<file path="src/rtl/ats_pkg.sv">
package ats_pkg;
  localparam int unsigned NUM_PERIPH = 7;
  localparam int unsigned NUM_CODES = NUM_PERIPH + 1;
  localparam int unsigned SEL_W = $clog2(NUM_CODES);

  typedef enum logic [SEL_W-1:0] {
    SEL_FREE_RUN = 3'd0,
    SEL_COMPARE  = 3'd1,
    SEL_EXT_INT0 = 3'd2,
    SEL_T0_CMPA  = 3'd3,
    SEL_T0_OVF   = 3'd4,
    SEL_T1_CMPB  = 3'd5,
    SEL_T1_OVF   = 3'd6,
    SEL_T1_CAPT  = 3'd7
  } trigSel_e;

  // strobes from control to datapath
  typedef struct packed {
    logic [SEL_W-1:0] selCode;
    logic fireAllowed;
    logic forceHistHigh;
  } ctrlStrobes_t;
endpackage

</file>
<file path="src/rtl/ats_ctrl.sv">
module ats_ctrl
  import ats_pkg::*;
#(
  parameter int unsigned SW = SEL_W
) (
  input  logic clk,
  input  logic rstN,
  input  logic selWrite,
  input  logic [SW-1:0] selData,
  input  logic autoEn,
  input  logic convEn,
  output ctrlStrobes_t strobes
);
  logic [SW-1:0] selReg;
  logic enterFreeRun;

  always_ff @(posedge clk or negedge rstN) begin
    if (!rstN) selReg <= '0;
    else if (selWrite) selReg <= selData;
  end

  // entering free running from another code: history must read high
  assign enterFreeRun = selWrite && (selData == SW'(SEL_FREE_RUN)) &&
                        (selReg != SW'(SEL_FREE_RUN));

  always_comb begin
    strobes.selCode = selReg;
    strobes.fireAllowed = autoEn & convEn;
    strobes.forceHistHigh = enterFreeRun;
  end
endmodule

</file>
<file path="src/rtl/ats_datapath.sv">
module ats_datapath
  import ats_pkg::*;
#(
  parameter int unsigned NP = NUM_PERIPH
) (
  input  logic clk,
  input  logic rstN,
  input  ctrlStrobes_t strobes,
  input  logic [NP-1:0] srcFlags,
  input  logic doneFlag,
  output logic startPulse
);
  localparam int unsigned NC = NP + 1;
  localparam int unsigned SW = $clog2(NC);

  logic [NC-1:0] srcAll;
  logic [NC-1:0] hit;
  logic muxed;
  logic histReg;

  assign srcAll = {srcFlags, doneFlag};

  for (genvar i = 0; i < NC; i++) begin : g_mux
    assign hit[i] = (strobes.selCode == SW'(i)) & srcAll[i];
  end
  assign muxed = |hit;

  always_ff @(posedge clk or negedge rstN) begin
    if (!rstN) histReg <= 1'b1;
    else if (strobes.forceHistHigh) histReg <= 1'b1;
    else histReg <= muxed;
  end

  assign startPulse = strobes.fireAllowed & muxed & ~histReg;
endmodule

</file>
<file path="src/rtl/auto_trig_sel.sv">
module auto_trig_sel
  import ats_pkg::*;
(
  input  logic clk,
  input  logic rstN,
  input  logic selWrite,
  input  logic [SEL_W-1:0] selData,
  input  logic [NUM_PERIPH-1:0] srcFlags,
  input  logic doneFlag,
  input  logic autoEn,
  input  logic convEn,
  output logic startPulse,
  output logic [SEL_W-1:0] selOut
);
  ctrlStrobes_t strobes;

  ats_ctrl #(.SW(SEL_W)) u_ctrl (
    .clk(clk), .rstN(rstN), .selWrite(selWrite), .selData(selData),
    .autoEn(autoEn), .convEn(convEn), .strobes(strobes)
  );

  ats_datapath #(.NP(NUM_PERIPH)) u_dp (
    .clk(clk), .rstN(rstN), .strobes(strobes), .srcFlags(srcFlags),
    .doneFlag(doneFlag), .startPulse(startPulse)
  );

  assign selOut = strobes.selCode;
endmodule

</file>
<file path="config.mk">
export PLATFORM = sky130hd
export DESIGN_NAME = auto_trig_sel
export DESIGN_NICKNAME = d
export VERILOG_FILES = /design/src/rtl/ats_pkg.sv /design/src/rtl/ats_ctrl.sv /design/src/rtl/ats_datapath.sv /design/src/rtl/auto_trig_sel.sv
export SDC_FILE = /design/constraint.sdc
export NUM_CORES = 1
export LEC_CHECK = 0
export BUFFER_PORTS_ARGS = -buffer_cell sky130_fd_sc_hd__buf_2
export CORE_AREA = 2 2 39 41
export DETAILED_ROUTE_END_ITERATION = 7
export DIE_AREA = 0 0 41 43
export HOLD_SLACK_MARGIN = 0.05
export PLACE_DENSITY = 0.5
export REMOVE_ABC_BUFFERS = 1
export SYNTH_ARGS = -nofsm -noshare
export SYNTH_HDL_FRONTEND = slang
export SYNTH_SLANG_ARGS = --single-unit
</file>
<file path="constraint.sdc">
create_clock -name clk -period 3.61 [get_ports clk]
set_input_delay 0.722 -clock clk [delete_from_list [all_inputs] [get_ports clk]]
set_output_delay 0.722 -clock clk [all_outputs]
set_load 0.01 [all_outputs]
</file>
Word level (Yosys, flattened, before mapping)
Index checks and enable logic that the tools add are counted.
{"block": "totals", "output_inout_bits": 4, "elab_cells": 28, "reg_bits": 4, "input_bits": 16}
{"block": "op_classes", "reduce_logical": 6, "mux": 1, "eq_ne": 7, "n_bitwise": 12}
{"op": "$eq A3 B3 Y1 const B", "count": 4}
{"op": "$and A1 B1 Y1", "count": 11}
{"op": "$reduce_or A8 Y1", "count": 1}
{"op": "$eq A3 B2 Y1 const B", "count": 2}
{"op": "$logic_not A3 Y1", "count": 2}
{"op": "$eq A3 B1 Y1 const B", "count": 1}
{"op": "$reduce_bool A3 Y1", "count": 1}
{"op": "$logic_and A1 B1 Y1", "count": 2}
{"op": "$mux W1", "count": 1}
{"op": "$not A1 Y1", "count": 1}

Depth between registers and ports, before layout
{"block": "logic_depth", "depth_word": 5, "ltp_mapped": 4, "mapped_depth_nobuf": 3}

Hierarchy
A second synthesis with hierarchy kept.
{"block": "unflattened", "cells_unflattened": 24, "area_unflattened_um2": 286.5}
{"module": "ats_ctrl", "cells_per_inst": 10, "n_inst": 1, "area_per_inst_um2": 146.4, "seq_area_each_um2": 75.1}
{"module": "ats_datapath", "cells_per_inst": 14, "n_inst": 1, "area_per_inst_um2": 140.1, "seq_area_each_um2": 26.3}

Worst setup path before layout
No wires, ideal clock.
{"block": "synth_timing", "path_type": "in2out", "start": "input srcFlags[6]", "end": "output startPulse", "t_arrival_ns": 1.312, "path_slack_ns": 1.576, "required_ns": 2.888, "cell_stages": 3, "n_path_buf": 0, "path_cell_list": "mux2i_1 > o22a_1 > a211oi_1"}
{"block": "synth_via", "elab_chain_cells": 4}
{"element": "start, declared", "line_no": "auto_trig_sel.sv:8", "text": "input logic [NUM_PERIPH-1:0] srcFlags,"}
{"element": "$and A1 B1 Y1", "line_no": "ats_datapath.sv:24", "text": "assign hit[i] = (strobes.selCode == SW'(i)) & srcAll[i];"}
{"element": "$reduce_or A8 Y1", "line_no": "ats_datapath.sv:26", "text": "assign muxed = |hit;"}
{"element": "$and A1 B1 Y1 (2 in series)", "line_no": "ats_datapath.sv:34", "text": "assign startPulse = strobes.fireAllowed & muxed & ~histReg;"}
{"element": "end, declared", "line_no": "auto_trig_sel.sv:12", "text": "output logic startPulse,"}
No other way between the ends.

Worst setup path in the final report
{"block": "layout_timing", "start": "input doneFlag", "end": "output startPulse"}
{"block": "layout_via", "elab_chain_cells": 4}
{"element": "start, declared", "line_no": "auto_trig_sel.sv:9", "text": "input logic doneFlag,"}
{"element": "$and A1 B1 Y1", "line_no": "ats_datapath.sv:24"}
{"element": "$reduce_or A8 Y1", "line_no": "ats_datapath.sv:26"}
{"element": "$and A1 B1 Y1 (2 in series)", "line_no": "ats_datapath.sv:34"}
No other way between the ends.

==> impl_metrics.csv <==
group,metric,value,unit
detailed_routing,firstDrtPassIters,4,
power_and_ir_drop,power_frac_clock,0.385,
power_and_ir_drop,p_per_area,390.1,nW/um^2
clock_network,hold_buffers,0,
timing,period_needed,2.240,ns
timing,worst_slew_pin_slew,0.3090,ns
critical_path,path_cells,"buf_2, mux2_4, a22oi_2, a211oi_1, buf_2",
timing,setup_tns,0,ns
yosys,ys_types,16,
grt,grt_pass1_vias,228,
detailed_routing,dr_wl_met3,126,microns
power_and_ir_drop,pwr-share-comb,0.229,
timing,slew_headroom,0.7911,
yosys,yosys.area.top_type,"dfrtp_1",
yosys,synth.most_common_cell,"mux2_2",
clock_network,insertion_delay,0.23,ns
place,place_congestion,0.5731,
timing,rsz0062_at_grt,"false",
yosys,syn_area_per_cell,11.59,sq um
critical_path,startpoint_type,"primary input",
detailed_routing,drc,0,
timing,fin_skew,0.003640,ns
worst_hold_path,hp-class,"in -> async",
yosys,synth.top_cell.area_share,0.2817,
critical_path,max_stage_delay,0.26,ns
yosys,synth_common_cells,"mux2_2, dfrtp_1, mux2i_1, nand2_1",
floorplanning,rows,14,
grt,grt_use_total,0.07374,
power_and_ir_drop,swShare,0.2561,
critical_path,ff2ff_setup_slack,2.41,ns
cells_and_area,fin_nets,62,
clock_network,cts_buffer_depth,2,
floorplanning,die_h,43,microns
timing,setup_viol,0,
cells_and_area,multi_input_area,153.9,sq um
timing,fin_crit_sh,0.6204,
floorplanning,io_pins,20,
power_and_ir_drop,p_leak,0.1937,nW
critical_path,cpMaxStageDelayCell,"mux2_4",
timing,max_freq,0.4465,GHz
cells_and_area,drive_above_1_share,0.6444,
detailed_routing,viasPerCell,4.213,
timing,slew_viol_final,0,
critical_path,path_common_cell,"buf_2",
power_and_ir_drop,power_switching,0.03963,mW
clock_network,clock_sinks,4,
detailed_routing,wl_met1,302,microns
detailed_routing,topRoutingLayerUsed,"met3",
yosys,syn_inst,23,
place,port_buffers,19,
cells_and_area,syn2layout_area_growth,48.83,%
detailed_routing,routed_wl,649,microns
critical_path,arrival,1.52,ns
yosys,ys_ff_latch,4,
clock_network,htree_num_levels,1,
power_and_ir_drop,max-vdd-ir-drop,230.2,uV
run_status,status,"completed",
floorplanning,core,1384,sq um
yosys,synth_area_leaders,"dfrtp_1, mux2_2, dfstp_2",
clock_network,cts_buffers,3,
detailed_routing,vias,257,
flow_run,cap_violations,0,
yosys,synth_edf_count,0,
detailed_routing,final_antenna_net_count,0,
critical_path,crit_fanout,2,
critical_path,cp.required,2.89,ns
yosys,ys_warn_count,0,
timing,finalHoldViolations,0,
clock_network,clk_pin_slew,0.04,ns
cells_and_area,fin_util,0.2866,
power_and_ir_drop,seq_power_share,0.385,
cells_and_area,antenna_cells,0,
clock_network,ctsResizeCount,0,
critical_path,path_class,"in -> out",
place,dp_hpwl,536,microns
clock_network,cts_tree,"yes",
clock_network,cts-root-buf,"clkbuf_4",
grt,grt_pass1_wl,848,microns
floorplanning,die_x,41,microns
floorplanning,start_util,0.1926,
cells_and_area,regArea,101.3,sq um
yosys,yosysSeqAreaShare,0.3803,
cells_and_area,nFillCells,150,
yosys,synthFlopType,"dfrtp_1",
power_and_ir_drop,power.internal,0.1151,mW
yosys,syn_area,266.5,sq um
grt,overflow,0,
detailed_routing,drt_iter0_drc,2,
grt,grt_start_max_net_pins,8,
clock_network,post-cts-setup-buffer-count,0,
yosys,async_flop_share,1.000,
floorplanning,die_area,1763,sq um
detailed_routing,wl_met2,220,microns
critical_path,crit_path_end_kind,"primary output",
detailed_routing,detail_route.wl_per_cell,10.64,microns
grt,antenna_found_initial,0,
sequential cells by signal (all words and copies together), names as in the netlist:
signal,cells
u_ctrl.selReg,3
u_dp.histReg,1
metal layers:
| layer | vias up | track usage |
|---|---|---|
| met2 | 20 | 0.09375 |
| met1 | 105 | 0.08852 |
| met5 | - | 0 |
| li1 | 132 | - |
| met3 | 0 | 0.05236 |
| met4 | 0 | 0.04000 |
critical path, delay by kind of cell:
kind	cells	cell delay, ns
AOI/OAI and AO/OA	2	0.30
buffers and inverters	2	0.24
muxes	1	0.26
power by group through the flow:
stage	registers [mW]	clock network [mW]	logic (mW)
6_report	0.0596	0.0596	0.0355
5_1_grt	0.0606	0.0668	0.0387
4_1_cts	0.0599	0.0627	0.0361
3_5_place_dp	0.0606	0	0.0360
3_3_place_gp	0.0602	0	0.0357
2_1_floorplan	0.0603	0	0.0184
layout by cell type (no fill, tap or decap), drive strengths merged:
cell type and n:
nand2b 1, dfrtp 3, nand2 2, mux2 5, clkbuf 4, nand3 1
nor4b 1, o31ai 1, nor2 1, a211oi 1, buf 19, nor2b 1
o22a 1, dfstp 1, mux2i 2, a22oi 1
stage by stage:
step | power [mW] | hold slack, ns | cell area [sq um] | setup slack, ns | std cells
after floorplan | 0.07880 | 0.4264 | 255.2 | 1.566 | 22
after global placement | 0.09592 | 0.5280 | 370.4 | 1.383 | 57
after detailed placement | 0.09661 | 0.5308 | 370.4 | 1.365 | 57
after CTS | 0.1587 | 0.2783 | 396.6 | 1.366 | 61
after global routing | 0.1661 | 0.2789 | 396.6 | 1.335 | 61
final | 0.1547 | 0.2821 | 396.6 | 1.370 | 61
worst paths after layout:
kind                       depth (start not counted)               end        startpoint
max                                                5        startPulse          doneFlag
min                                                1  u_ctrl.selReg[2]              rstN
max reg2reg                                        3      u_dp.histReg  u_ctrl.selReg[0]
min reg2reg                                        1  u_ctrl.selReg[1]  u_ctrl.selReg[1]
max in group asynchronous                          1      u_dp.histReg              rstN
min in group clk                                   1  u_ctrl.selReg[1]  u_ctrl.selReg[1]
kinds of logic (layout without fill, tap and decap cells):
logic type      count (synthesis)  count (layout)  synth area share
compound gates                  4               4            0.1362
buf+inv                         1              23           0.04225
flops                           4               4            0.3803
mux                             7               7            0.3004
simple gates                    7               7            0.1409
final cells by class:
cell class | instances | share of cell area
multi-input cells | 18 | 0.3880
flip-flops and latches | 4 | 0.2555
repair buffers | 19 | 0.2397
clock buffers | 4 | 0.06625
well taps | 16 | 0.05047
Power figures use the tool's default switching activity.
